[config.mk]
export PLATFORM = sky130hd
export DESIGN_NAME = lpic_top
export DESIGN_NICKNAME = d
export VERILOG_FILES = /design/src/rtl/lpic_pkg.sv /design/src/rtl/lpic_ctrl.sv /design/src/rtl/lpic_arb.sv /design/src/rtl/lpic_datapath.sv /design/src/rtl/lpic_top.sv
export SDC_FILE = /design/constraint.sdc
export NUM_CORES = 2
export LEC_CHECK = 0
export BUFFER_PORTS_ARGS = -buffer_cell sky130_fd_sc_hd__buf_2
export CORE_AREA = 2 2 425 427
export CTS_BUF_LIST = sky130_fd_sc_hd__clkbuf_16
export DETAILED_ROUTE_END_ITERATION = 10
export DIE_AREA = 0 0 427 429
export GPL_TIMING_DRIVEN = 0
export PLACE_DENSITY = 0.48
export REMOVE_ABC_BUFFERS = 1
export SETUP_SLACK_MARGIN = 0.5
export SYNTH_ARGS = -nofsm -noshare
export SYNTH_HDL_FRONTEND = slang
export SYNTH_SLANG_ARGS = --single-unit
[constraint.sdc]
create_clock -name clk -period 109.7 [get_ports clk]
set_clock_uncertainty 0.2 [all_clocks]
set_input_delay 5.485 -clock clk [delete_from_list [all_inputs] [get_ports clk]]
set_output_delay 5.485 -clock clk [all_outputs]
set_load 0.01 [all_outputs]
[src/rtl/lpic_pkg.sv]
package lpic_pkg;
  localparam int LVL_W  = 3;
  localparam int PRI_W  = 3;
  localparam int CODE_W = 4;
  localparam int RANK_W = 4;
  localparam logic [CODE_W-1:0] MID_CODE = 4'd8;
  localparam logic [RANK_W-1:0] MID_RANK = 4'd4;

  typedef struct packed {
    logic ctlWe;
    logic maskWe;
    logic ackLoad;
  } strobe_t;
endpackage

[src/rtl/lpic_ctrl.sv]
module lpic_ctrl
  import lpic_pkg::*;
#(
  parameter int N_IDX   = 64,
  parameter int N_FIXED = 7,
  localparam int ADDR_W = $clog2(N_IDX)
) (
  input  logic              regWrEn,
  input  logic [ADDR_W-1:0] regAddr,
  input  logic              maskWrEn,
  input  logic              ackReq,
  output strobe_t           stb
);
  localparam logic [ADDR_W-1:0] FIRST_RW = ADDR_W'(N_FIXED + 1);

  always_comb begin
    stb.ctlWe   = regWrEn && (regAddr >= FIRST_RW);
    stb.maskWe  = maskWrEn;
    stb.ackLoad = ackReq;
  end
endmodule

[src/rtl/lpic_arb.sv]
module lpic_arb
  import lpic_pkg::*;
#(
  parameter int N_IDX   = 64,
  parameter int N_FIXED = 7,
  localparam int ADDR_W = $clog2(N_IDX)
) (
  input  logic [N_IDX-1:0]       pending,
  input  logic [N_IDX*LVL_W-1:0] srcLevel,
  input  logic [N_IDX*PRI_W-1:0] srcPri,
  input  logic [LVL_W-1:0]       ackLevel,
  output logic [LVL_W-1:0]       maxLevel,
  output logic                   hit,
  output logic [ADDR_W-1:0]      winIdx,
  output logic [CODE_W-1:0]      winCode
);
  logic [RANK_W-1:0] rankArr [N_IDX];
  logic [CODE_W-1:0] codeArr [N_IDX];
  logic [LVL_W-1:0]  lvlArr  [N_IDX];

  for (genvar i = 0; i < N_IDX; i++) begin : g_rank
    logic [PRI_W-1:0] p;
    assign p = srcPri[i*PRI_W +: PRI_W];
    assign lvlArr[i] = srcLevel[i*LVL_W +: LVL_W];
    if (i >= 1 && i <= N_FIXED) begin : g_fixed
      assign rankArr[i] = MID_RANK;
      assign codeArr[i] = MID_CODE;
    end else begin : g_prog
      // priorities at or above the mid-point step over it
      assign rankArr[i] = (p < PRI_W'(4)) ? RANK_W'(p) : RANK_W'(p) + RANK_W'(1);
      assign codeArr[i] = CODE_W'(p);
    end
  end

  logic [RANK_W-1:0] bestRank;

  always_comb begin
    maxLevel = '0;
    hit      = 1'b0;
    winIdx   = '0;
    winCode  = '0;
    bestRank = '0;
    for (int i = 1; i < N_IDX; i++) begin
      if (pending[i] && lvlArr[i] != '0) begin
        if (lvlArr[i] > maxLevel) maxLevel = lvlArr[i];
        if (lvlArr[i] == ackLevel && (!hit || rankArr[i] > bestRank)) begin
          hit      = 1'b1;
          bestRank = rankArr[i];
          winIdx   = ADDR_W'(i);
          winCode  = codeArr[i];
        end
      end
    end
  end
endmodule

[src/rtl/lpic_datapath.sv]
module lpic_datapath
  import lpic_pkg::*;
#(
  parameter int N_IDX    = 64,
  parameter int N_FIXED  = 7,
  parameter int VEC_W    = 8,
  parameter int VEC_BASE = 64,
  parameter int SPUR_VEC = 24,
  localparam int ADDR_W  = $clog2(N_IDX),
  localparam int CTL_W   = LVL_W + PRI_W
) (
  input  logic              clk,
  input  logic              rstN,
  input  strobe_t           stb,
  input  logic [ADDR_W-1:0] regAddr,
  input  logic [7:0]        regWrData,
  output logic [7:0]        regRdData,
  input  logic [N_IDX-1:0]  maskWrData,
  input  logic [N_IDX-1:0]  irqReq,
  output logic [LVL_W-1:0]  levelOut,
  input  logic [LVL_W-1:0]  ackLevel,
  output logic [VEC_W-1:0]  vectorOut,
  output logic [7:0]        statusOut
);
  logic [N_IDX*LVL_W-1:0] srcLevel;
  logic [N_IDX*PRI_W-1:0] srcPri;
  logic [7:0]             rdArr [N_IDX];
  logic [N_IDX-1:0]       maskReg;

  for (genvar i = 0; i < N_IDX; i++) begin : g_src
    if (i <= N_FIXED) begin : g_ro
      assign srcLevel[i*LVL_W +: LVL_W] = LVL_W'(i);
      assign srcPri[i*PRI_W +: PRI_W]   = '0;
    end else begin : g_rw
      logic [CTL_W-1:0] ctlReg;
      always_ff @(posedge clk or negedge rstN) begin
        if (!rstN) ctlReg <= '0;
        else if (stb.ctlWe && regAddr == ADDR_W'(i)) ctlReg <= regWrData[CTL_W-1:0];
      end
      assign srcLevel[i*LVL_W +: LVL_W] = ctlReg[CTL_W-1:PRI_W];
      assign srcPri[i*PRI_W +: PRI_W]   = ctlReg[PRI_W-1:0];
    end
    assign rdArr[i] = 8'({srcLevel[i*LVL_W +: LVL_W], srcPri[i*PRI_W +: PRI_W]});
  end

  assign regRdData = rdArr[regAddr];

  always_ff @(posedge clk or negedge rstN) begin
    if (!rstN) maskReg <= '1;
    else if (stb.maskWe) maskReg <= maskWrData;
  end

  logic [N_IDX-1:0]   pending;
  logic [LVL_W-1:0]   maxLevel;
  logic               hit;
  logic [ADDR_W-1:0]  winIdx;
  logic [CODE_W-1:0]  winCode;

  assign pending = irqReq & ~maskReg & ~N_IDX'(1);

  lpic_arb #(.N_IDX(N_IDX), .N_FIXED(N_FIXED)) u_arb (
    .pending  (pending),
    .srcLevel (srcLevel),
    .srcPri   (srcPri),
    .ackLevel (ackLevel),
    .maxLevel (maxLevel),
    .hit      (hit),
    .winIdx   (winIdx),
    .winCode  (winCode)
  );

  always_ff @(posedge clk or negedge rstN) begin
    if (!rstN) levelOut <= '0;
    else       levelOut <= maxLevel;
  end

  always_ff @(posedge clk or negedge rstN) begin
    if (!rstN) begin
      vectorOut <= '0;
      statusOut <= '0;
    end else if (stb.ackLoad) begin
      vectorOut <= hit ? VEC_W'(VEC_BASE) + VEC_W'(winIdx) : VEC_W'(SPUR_VEC);
      statusOut <= {1'b0, ackLevel, hit ? winCode : CODE_W'(0)};
    end
  end

  // no candidate gives the spurious vector with priority code 0
  a_r6_spurious: assert property (@(posedge clk) disable iff (!rstN)
    stb.ackLoad && !hit |=> vectorOut == VEC_W'(SPUR_VEC) && statusOut[3:0] == '0);

  // status carries the acknowledged level, bit 7 clear
  a_r4_status_level: assert property (@(posedge clk) disable iff (!rstN)
    stb.ackLoad |=> statusOut[6:4] == $past(ackLevel) && !statusOut[7]);

  // a fixed winner reports the mid-point code
  a_r5_fixed_mid: assert property (@(posedge clk) disable iff (!rstN)
    stb.ackLoad && hit && winIdx <= ADDR_W'(N_FIXED) |=> statusOut[3:0] == MID_CODE);

  // unchanged inputs keep the level output steady
  a_r7_level_hold: assert property (@(posedge clk) disable iff (!rstN)
    $past(rstN) && $stable(irqReq) && $stable(maskReg) && !$past(stb.ctlWe)
    |=> $stable(levelOut));

  // without an acknowledge, vector and status hold
  a_r9_ack_hold: assert property (@(posedge clk) disable iff (!rstN)
    !stb.ackLoad |=> $stable(vectorOut) && $stable(statusOut));
endmodule

[src/rtl/lpic_top.sv]
module lpic_top
  import lpic_pkg::*;
#(
  parameter int N_IDX    = 64,
  parameter int N_FIXED  = 7,
  parameter int VEC_W    = 8,
  parameter int VEC_BASE = 64,
  parameter int SPUR_VEC = 24,
  localparam int ADDR_W  = $clog2(N_IDX)
) (
  input  logic              clk,
  input  logic              rstN,
  input  logic              regWrEn,
  input  logic [ADDR_W-1:0] regAddr,
  input  logic [7:0]        regWrData,
  output logic [7:0]        regRdData,
  input  logic              maskWrEn,
  input  logic [N_IDX-1:0]  maskWrData,
  input  logic [N_IDX-1:0]  irqReq,
  output logic [2:0]        levelOut,
  input  logic              ackReq,
  input  logic [2:0]        ackLevel,
  output logic [VEC_W-1:0]  vectorOut,
  output logic [7:0]        statusOut
);
  strobe_t stb;

  lpic_ctrl #(.N_IDX(N_IDX), .N_FIXED(N_FIXED)) u_ctrl (
    .regWrEn  (regWrEn),
    .regAddr  (regAddr),
    .maskWrEn (maskWrEn),
    .ackReq   (ackReq),
    .stb      (stb)
  );

  lpic_datapath #(
    .N_IDX(N_IDX), .N_FIXED(N_FIXED), .VEC_W(VEC_W),
    .VEC_BASE(VEC_BASE), .SPUR_VEC(SPUR_VEC)
  ) u_dp (
    .clk        (clk),
    .rstN       (rstN),
    .stb        (stb),
    .regAddr    (regAddr),
    .regWrData  (regWrData),
    .regRdData  (regRdData),
    .maskWrData (maskWrData),
    .irqReq     (irqReq),
    .levelOut   (levelOut),
    .ackLevel   (ackLevel),
    .vectorOut  (vectorOut),
    .statusOut  (statusOut)
  );
endmodule

==> flow_metrics.tcl <==
set metrics [dict create \
    gp_congestion 0.9298 \
    hold_depth 1 \
    slew_viol_final 0 \
    worst_pin_slew_ns 1.462 \
    drive_gt1_share_pct 22.65 \
    die_w_um 427 \
    yosysSeqAreaShare_pct 23.62 \
    reg2reg_from "u_dp.maskReg[3]" \
    grt_first_pass_wirelength_um 253400 \
    clockRootBuffer "clkbuf_16" \
    cts_inserted_buffers 58 \
    maxCapViolCount 0 \
    fmax_ghz 0.009754 \
    drt_iter0_drc 2783 \
    timing.final.crit_period_ns 102.52 \
    core_sq_mm 0.1780 \
    fin_nets 5750 \
    critical_path_class "in2reg" \
    viasPerCell 5.304 \
    peakVddDrop_mv 0.01196 \
    critical-path-top-delay-family "compound AO/OA/AOI/OAI gates" \
    yosys.area.top_type_share_pct 19.89 \
    vias 40130 \
    wirelength_um 168500 \
    ff2ff_setup_slack_ns 11.98 \
    firstDrtPassIters 6 \
    grt_pass1_vias 39340 \
    r2r_cells 522 \
    yosys.cell_types.count 118 \
    overflow 0 \
    slew_headroom_pct 2.143 \
    grt.total_usage_pct 17.87 \
    die_h_um 429 \
    row_count 155 \
    netlist_top_cells_count "ha_1, mux2_2, nand2_1, dfrtp_1, o21ai_0" \
    postSynthAreaPerCell_sq_um 8.887 \
    setup_viol 0 \
    initial_core_util_pct 24.95 \
    worstPathMaxFanout 35 \
    dp.final_hpwl_um 130700 \
    yosysWarningCount 0 \
    synth_most_common_cell "ha_1" \
    min_from "u_dp.statusOut[3]" \
    die_area_sq_mm 0.1832 \
    timing.rr.end "u_dp.statusOut[2]" \
    required_ns 110.12 \
    synth_edf_count 0 \
    synthCells 4998 \
    cts.clk_slew.worst_paths_ns 0.06 \
    cts_sinks 416 \
    rsz0062_at_grt "false" \
    io_buffers 168 \
    io_pins 177 \
    p_leak_nw 22.85 \
    fin_crit_sh_pct 93.46 \
    slowest_stage "or4b_2" \
    cp-start-kind "input port" \
    clk_latency_ns 0.71 \
    synth_top_cell_by_area "dfrtp_1" \
    syn2layout_area_growth_pct 15.43 \
    max_stage_delay_ns 0.63 \
    end_kind "flop" \
    synthFlopType "dfrtp_1" \
    grt_max_degree 108 \
    utilization_pct 28.80 \
    antenna_found_initial 20 \
    fin_tns_setup_ns 0 \
    path_buf_inv 21 \
    run_status "finished clean" \
    worstHoldEndpoint "u_dp.statusOut[3]" \
    final_antenna_net_count 0 \
    ys_ff_latch 416 \
    tritoncts "yes" \
    ctsLongestPathBuffers 3 \
    yosys-top-cells-area "dfrtp_1, ha_1, mux2_2" \
    netlist_area_sq_mm 0.04442 \
    drc 0 \
    cpMostUsedCell "ha_1" \
    h-tree-depth 2 \
    hold_path_class "reg2reg" \
    crit_arrival_ns 102.94 \
    hold_viol_final 0 \
    synthArstFlopShare_pct 100.0 \
    avgRoutedWirePerCell_um 22.27 \
    p_per_area_mw_per_mm2 21.32 \
]
-- cell families after synthesis --
logic type               after synthesis  synth area share, %
adder cells (fa/ha/maj)              444                12.51
other                                  1             0.008443
flip-flops                           416                23.62
XOR/XNOR                             224                4.417
AO/OA/AOI/OAI                       1256                19.07
multiplexers                         611                17.96
AND/OR/NAND/NOR                     1540                17.75
buffers and inverters                506                4.668
-- placed cells by master, fill, tap and decap left out, types with 106 or more instances in the layout --
cell type / instances
buf_2: 157
mux2_2: 434
nand2_1: 397
ha_1: 444
buf_4: 106
a21oi_1: 246
o21a_1: 114
dfrtp_1: 353
o21ai_0: 297
nor2_1: 293
inv_1: 318
nor2b_1: 171
xnor2_1: 128
-- area by class of cell --
cell class | count | area, sq um
clock buffer | 59 | 1476
tap | 2355 | 2947
sequential | 416 | 10490
inverter | 310 | 1167
timing repair buffer | 288 | 2087
antenna | 5 | 12.51
fill | 18950 | 126800
clock inverter | 50 | 483.0
multi-input combinational | 4082 | 32610
-- what timing repair did --
item,in CTS,in global routing
endpoints found under the setup margin,10,10
setup buffers,9,91
pin swaps,4,27
gates resized for setup,72,99
hold buffers,0,0
gates cloned,0,3
-- registers in the layout (all words and copies together), names as in the netlist --
signal	count
u_dp.g_src.g_rw.ctlReg	336
u_dp.maskReg	63
u_dp.statusOut	7
u_dp.vectorOut	7
u_dp.levelOut	3
-- worst max path at each step --
stage	from	to	slack, ns	cells after the start
finish	ackLevel[2]	u_dp.statusOut[2]	7.18	524
global route	ackLevel[2]	u_dp.statusOut[2]	0.04	533
CTS	ackLevel[2]	u_dp.statusOut[2]	0.60	518
detailed placement	ackLevel[2]	u_dp.statusOut[2]	-11.18	509
global placement	ackLevel[0]	u_dp.statusOut[2]	-12.83	502
floorplan	ackLevel[2]	u_dp.statusOut[2]	15.14	506
-- layer usage --
metal / part of all wire (%) / GRT usage [%]
met5: 0.085 / 0
met4: 3.5 / 5.663
met3: 4.7 / 2.327
met2: 47 / 29.72
met1: 45 / 23.83
-- per-stage QoR --
step | hold slack, ns | cell area (sq um) | setup slack, ns | instances | power, mW
after floorplan | 0.2649 | 43520 | 15.14 | 4805 | 0.6683
after global placement | 0.2738 | 47300 | -12.83 | 7328 | 0.8528
after detailed placement | 0.2758 | 47760 | -11.18 | 7344 | 0.8656
after CTS | 0.2883 | 50100 | 0.5966 | 7462 | 1.083
after global routing | 0.3229 | 51260 | 0.04265 | 7562 | 1.195
final | 0.2922 | 51270 | 7.176 | 7565 | 1.093
-- power breakdown --
part / internal (mW) / switching, mW / total (mW) / leakage [nW]
Sequential: 0.177 / 0.0396 / 0.217 / 5.24
Clock: 0.117 / 0.0838 / 0.200 / 0.983
Combinational: 0.291 / 0.385 / 0.676 / 16.6
Total: 0.584 / 0.509 / 1.09 / 22.9
(Power assumes the default switching activity.)
